`config.mk`:
```
export PLATFORM = sky130hd
export DESIGN_NAME = serial_display_driver
export DESIGN_NICKNAME = d
export VERILOG_FILES = /design/src/rtl/sdd_pkg.sv /design/src/rtl/sdd_sync.sv /design/src/rtl/sdd_shift.sv /design/src/rtl/sdd_latch.sv /design/src/rtl/sdd_outdrv.sv /design/src/rtl/serial_display_driver.sv
export SDC_FILE = /design/constraint.sdc
export NUM_CORES = 1
export LEC_CHECK = 0
export BUFFER_PORTS_ARGS = -buffer_cell sky130_fd_sc_hd__buf_2
export CORE_MARGIN = 10
export CORE_UTILIZATION = 49
export DETAILED_ROUTE_END_ITERATION = 12
export PLACE_DENSITY = 0.75
export SLEW_MARGIN = 5
export SYNTH_ARGS = -nofsm -noshare
export SYNTH_HDL_FRONTEND = slang
export SYNTH_HIERARCHICAL = 1
export SYNTH_SLANG_ARGS = --single-unit
```
`constraint.sdc`:
```
create_clock -name clk -period 1.3 [get_ports clk]
set_input_delay 0.13 -clock clk [delete_from_list [all_inputs] [get_ports clk]]
set_output_delay 0.13 -clock clk [all_outputs]
set_load 0.01 [all_outputs]
```
`src/rtl/sdd_pkg.sv`:
```
package sdd_pkg;

  // Rising-edge detector term for a synchronized level.
  function automatic logic rise_seen(input logic now_v, input logic was_v);
    return now_v & ~was_v;
  endfunction

  // Source enable for one line given its latch bit and blanking.
  function automatic logic src_drive(input logic bit_v, input logic blank_v);
    return bit_v & ~blank_v;
  endfunction

  // Pull-down enable for one line, written independently of src_drive.
  function automatic logic pd_drive(input logic bit_v, input logic blank_v);
    return ~bit_v | blank_v;
  endfunction

endpackage

```
`src/rtl/sdd_sync.sv`:
```
module sdd_sync #(
  parameter int WIDTH  = 4,
  parameter int STAGES = 2
) (
  input  logic             clk,
  input  logic             rst_n,
  input  logic [WIDTH-1:0] din,
  output logic [WIDTH-1:0] dout
);
  logic [STAGES-1:0][WIDTH-1:0] stg;

  always_ff @(posedge clk) begin
    if (!rst_n) begin
      stg <= '0;
    end else begin
      stg[0] <= din;
      for (int i = 1; i < STAGES; i++) stg[i] <= stg[i-1];
    end
  end

  assign dout = stg[STAGES-1];

  // the synchronized output is the input delayed by the stage count
  a_r11_sync_delay: assert property (@(posedge clk) disable iff (!rst_n)
    ($past(rst_n) && (STAGES == 2)) |=> (dout == $past(stg[0])));
endmodule

```
`src/rtl/sdd_shift.sv`:
```
module sdd_shift
  import sdd_pkg::*;
#(
  parameter int N = 20
) (
  input  logic         clk,
  input  logic         rst_n,
  input  logic         sclk_s,
  input  logic         data_s,
  output logic         shift_pulse,
  output logic [N-1:0] sreg,
  output logic [N-1:0] sreg_next
);
  logic sclk_prev;

  assign shift_pulse = rise_seen(sclk_s, sclk_prev);

  always_comb begin
    sreg_next = shift_pulse ? {sreg[N-2:0], data_s} : sreg;
  end

  always_ff @(posedge clk) begin
    if (!rst_n) begin
      sclk_prev <= 1'b0;
      sreg      <= '0;
    end else begin
      sclk_prev <= sclk_s;
      sreg      <= sreg_next;
    end
  end

  // captured bit lands in stage 0
  a_r1_capture: assert property (@(posedge clk) disable iff (!rst_n)
    shift_pulse |=> (sreg[0] == $past(data_s)));
  // every stage moves one step toward the serial output
  a_r2_advance: assert property (@(posedge clk) disable iff (!rst_n)
    shift_pulse |=> (sreg[N-1:1] == $past(sreg[N-2:0])));
  // no detected edge, no movement
  a_r2_hold: assert property (@(posedge clk) disable iff (!rst_n)
    !shift_pulse |=> $stable(sreg));
endmodule

```
`src/rtl/sdd_latch.sv`:
```
module sdd_latch #(
  parameter int N = 20
) (
  input  logic         clk,
  input  logic         rst_n,
  input  logic         strobe_s,
  input  logic [N-1:0] load_val,
  input  logic [N-1:0] cur_reg,
  output logic [N-1:0] latch_q
);
  always_ff @(posedge clk) begin
    if (!rst_n)        latch_q <= '0;
    else if (strobe_s) latch_q <= load_val;
  end

  // with strobe high, latches equal the register after the edge (post-shift)
  a_r3_follow: assert property (@(posedge clk) disable iff (!rst_n)
    strobe_s |=> (latch_q == cur_reg));
  // strobe low keeps the latches, blanking or not
  a_r4_hold: assert property (@(posedge clk) disable iff (!rst_n)
    !strobe_s |=> $stable(latch_q));
endmodule

```
`src/rtl/sdd_outdrv.sv`:
```
module sdd_outdrv
  import sdd_pkg::*;
#(
  parameter int N = 20
) (
  input  logic         clk,
  input  logic         rst_n,
  input  logic [N-1:0] latch_q,
  input  logic         blank_s,
  output logic [N-1:0] src_en,
  output logic [N-1:0] pd_en
);
  for (genvar g = 0; g < N; g++) begin : g_line
    assign src_en[g] = src_drive(latch_q[g], blank_s);
    assign pd_en[g]  = pd_drive(latch_q[g], blank_s);
  end

  // blanking forces all lines to pull-down
  a_r5_blank: assert property (@(posedge clk) disable iff (!rst_n)
    blank_s |-> ((src_en == '0) && (pd_en == '1)));
  // the two enables of every line never agree
  a_r8_compl: assert property (@(posedge clk) disable iff (!rst_n)
    (src_en ^ pd_en) == '1);
  // unblanked, line i follows latch bit i
  a_r6_follow: assert property (@(posedge clk) disable iff (!rst_n)
    !blank_s |-> (src_en == latch_q));
endmodule

```
`src/rtl/serial_display_driver.sv`:
```
module serial_display_driver #(
  parameter int N_LINES     = 20,
  parameter int SYNC_STAGES = 2
) (
  input  logic               clk,
  input  logic               rst_n,
  input  logic               shift_clk,
  input  logic               ser_in,
  input  logic               strobe,
  input  logic               blank,
  output logic               ser_out,
  output logic [N_LINES-1:0] src_en,
  output logic [N_LINES-1:0] pd_en
);
  localparam int N_IN = 4;

  logic [N_IN-1:0]    raw_in, sync_in;
  logic               sclk_s, data_s, strobe_s, blank_s;
  logic               shift_pulse;
  logic [N_LINES-1:0] sreg, sreg_next, latch_q;

  assign raw_in = {blank, strobe, ser_in, shift_clk};
  assign {blank_s, strobe_s, data_s, sclk_s} = sync_in;

  sdd_sync #(.WIDTH(N_IN), .STAGES(SYNC_STAGES)) u_sync (
    .clk(clk), .rst_n(rst_n), .din(raw_in), .dout(sync_in));

  sdd_shift #(.N(N_LINES)) u_shift (
    .clk(clk), .rst_n(rst_n), .sclk_s(sclk_s), .data_s(data_s),
    .shift_pulse(shift_pulse), .sreg(sreg), .sreg_next(sreg_next));

  sdd_latch #(.N(N_LINES)) u_latch (
    .clk(clk), .rst_n(rst_n), .strobe_s(strobe_s),
    .load_val(sreg_next), .cur_reg(sreg), .latch_q(latch_q));

  sdd_outdrv #(.N(N_LINES)) u_out (
    .clk(clk), .rst_n(rst_n), .latch_q(latch_q), .blank_s(blank_s),
    .src_en(src_en), .pd_en(pd_en));

  assign ser_out = sreg[N_LINES-1];

  // serial output tracks the previous last-but-one stage on a shift
  a_r2_cascade: assert property (@(posedge clk) disable iff (!rst_n)
    shift_pulse |=> (ser_out == $past(sreg[N_LINES-2])));
  // the cycle after reset, all lines sit in pull-down
  a_r9_reset: assert property (@(posedge clk)
    !rst_n |=> ((src_en == '0) && (pd_en == '1) && !ser_out));
endmodule

```
==> implementation parameters <==
Parameter                              Value

Route
  Remaining antenna violation count    0
  Final routed wirelength across all metal layers    just over 4000 µm
  Average wire per cell in the routed design    12.69 µm
  Initial DRT Pass Iterations    4
  DRC errors left    0
  Routed vias/inst    approximately 4.6
  Via count    1471
  DR iter-0 viols    slightly below 80

Layout
  Post-route insts no fill    roughly 320
  Most common cell after layout, fill and taps aside    dfxtp_1
  Layout cells sized above 1    33.08%
  Commonest cells after routing, fill and taps aside    dfxtp_1, buf_2, mux2i_1
  Diodes inserted    0
  NumNets Final    269
  Area grow syn2layout    17.82%

Timing
  Setup Skew    around 0.0038 ns
  Setup repair after global routing missed its margin    yes
  Shortest clock period the worst path allows after layout    roughly 1.3 ns
  Final setup violation count    12
  Worst setup margin    -0.01772 ns
  Tightest Pin Transition    approximately 0.18 ns
  Final hold slack    roughly 0.023 ns
  Total count of hold-check failures in the final report    0
  Slew HR    slightly below 90%
  Pins over their slew limit    0
  Post-route clock period utilization    101.4%
  Fmax    roughly 760 MHz

Worst setup path
  Reg-to-reg slack, setup    -0.02 ns
  Crit end category    register
  R2R Path Start    u_sync/dout[0]
  Crit-path leading delay family    multiplexers
  Start point of the critical path    u_sync/dout[0]
  Worst R2R End    u_latch/latch_q[15]
  Cells traversed along the worst timing path    nor2b_4, buf_4, mux2_4, mux2i_1, nor2b_1
  WP data arrival    1.51 ns
  Start-to-end type of the worst setup path    register to register
  Element type at the critical path start    register
  Worst r2r path cells    5
  Critical-path top delay cell    dfxtp_2
  Worst path bufs/invs    1
  Data required time at the worst endpoint    about 1.5 ns
  Highest cell delay on the worst timing path    around 0.33 ns
  Critical Path Fanout Max    9

Floorplan
  Total core area    between 4000 and 5000 µm²
  Floorplan die width    89.08 µm
  Starting density of the core    between 50% and 60%
  Floorplan row count    25
  Number of I/O pins    47
  Die height    around 89 µm
  DIE AREA    roughly 7900 µm²

Global routing
  Antenna violations before repair    0
  Via count of the first global-routing pass    between 1000 and 1500
  First-pass GRT wire length    between 6000 and 7000 µm
  Global router's overall resource usage    between 10% and 20%
  Pin count of the biggest net entering global routing    51
  Overall overflow remaining after global route    0

Place
  Post-DP HPWL    between 2000 and 3000 µm
  Final estimated routing congestion in global placement    between 0.7 and 0.8
  Placed insts    309
  Quantity of I/O buffers inserted on ports    46
  Place WS    -0.04058 ns

Pwr
  Power density normalized to cell area    985.1 nW/µm²
  Post-layout power    about 2.7 mW
  Lkg Pwr    approximately 1.1 nW
  VDD IR max    roughly 0.5 mV

Clock network
  CTS tree    built
  Clock-pin slew on the worst setup and hold paths    approximately 0.08 ns
  Clock root buffer    clkbuf_8
  Insertion delay to the later sink of the worst-skew pair    ~0.30 ns
  Htree depth    2
  Number of buffers inserted for hold repair after clock tree synthesis    0
  Cts bufs inserted    5
  Largest buffer count on any clock path    2
  Clock sink count    slightly below 50

Hold path
  Hold Path Cell Cnt    2
  Min-Delay Endpoint    u_sync/stg[2]
  Worst Hold Class    input port to register
  Hold Path Origin    strobe

Outcome
  Run status    finished with violations
  Violations in the final reports    setup timing

Logic synthesis
  Number of library cell types mapped by synthesis    13
  Area contributors post-synth    dfxtp_1, mux2i_1, mux2_4, nor2b_1, nand2b_1
  Average footprint of a synthesized cell    10.68 µm²
  Net count after synthesis    roughly 230
  Post-synthesis sequential area ratio    41.95%
  Post-Syn Area    between 2000 and 2500 µm²
  Area share of the largest cell type after synthesis    between 40% and 50%
  Total number of yosys warnings    6
  Synthesized instance count    219
  Number of storage elements in the synthesis netlist    49
  Most area-hungry cell type in the Yosys netlist    dfxtp_1

Job
  Max-cap viol count    0
[final cells by class]
| class | instances | area (µm²) |
|---|---|---|
| flip-flops and latches | 49 | 983.4 |
| clock inverters | 2 | 35.03 |
| fillers | 403 | 1906 |
| well taps | 54 | 67.56 |
| clock buffers | 5 | 68.82 |
| multi-input cells | 151 | 1227 |
| repair buffers | 56 | 372.9 |
[cell usage after synthesis]
| master | instances |
|---|---|
| mux2_2 | 1 |
| mux2_4 | 19 |
| nand2_1 | 21 |
| buf_4 | 6 |
| buf_2 | 4 |
| dfxtp_1 | 49 |
| clkbuf_1 | 4 |
| buf_6 | 5 |
| nand2b_1 | 20 |
| mux2i_1 | 40 |
| nor2b_4 | 1 |
| nor2b_1 | 40 |
| and2_1 | 9 |
[registers in the layout, indices dropped and copies added, names as in the netlist]
signal             count
u_shift/sclk_prev      1
u_latch/latch_q       20
u_sync/stg             4
u_shift/sreg          20
u_sync/dout            4
[worst register-to-register path, delay by kind of cell, from the launching register on]
family	cells	cell delay [ns]
DFF	1	0.33
and+or+nand+nor	2	0.23
muxes	2	0.45
buffers and inverters	1	0.21
[what timing repair did]
item,CTS,global route
setup buffers,0,0
gates cloned,0,1
setup endpoints to repair,20,35
resized for setup,2,2
[layer usage]
layer | track usage [%] | part of all wire, %
met5 | 0 | 0
met4 | 5.636 | 2.1
met3 | 3.829 | 7.6
met2 | 15.12 | 41
met1 | 12.41 | 49
[where the power goes]
part           switching [mW]  internal [mW]
Combinational          0.0724         0.0854
Clock                   0.478          0.559
Sequential            0.00644           1.51
[how the worst max path moves through the flow]
stage                                to  cells past startpoint
floorplan            u_latch/latch_q[0]                      7
global placement    u_latch/latch_q[19]                      5
detailed placement  u_latch/latch_q[19]                      5
CTS                 u_latch/latch_q[15]                      5
global route        u_latch/latch_q[16]                      5
finish              u_latch/latch_q[15]                      5
[kinds of logic (layout without fill, tap and decap cells)]
family	after synthesis	in the layout	synth area share [%]
buffers and inverters	19	63	5.832
multiplexers	60	60	29.80
flip-flops	49	49	41.95
AND/OR/NAND/NOR	91	91	22.42
[stage by stage]
stage          setup TNS (ns)  utilization (%)  cell area, µm²
6_report             -0.07122            59.11            2755
4_1_cts               -0.1447            58.50            2726
5_1_grt                -1.137            59.11            2755
2_1_floorplan         -0.7123                -            2346
3_5_place_dp          -0.1082            56.16            2618
3_3_place_gp       -0.0001168            56.16            2618
(Power assumes the default switching activity.)
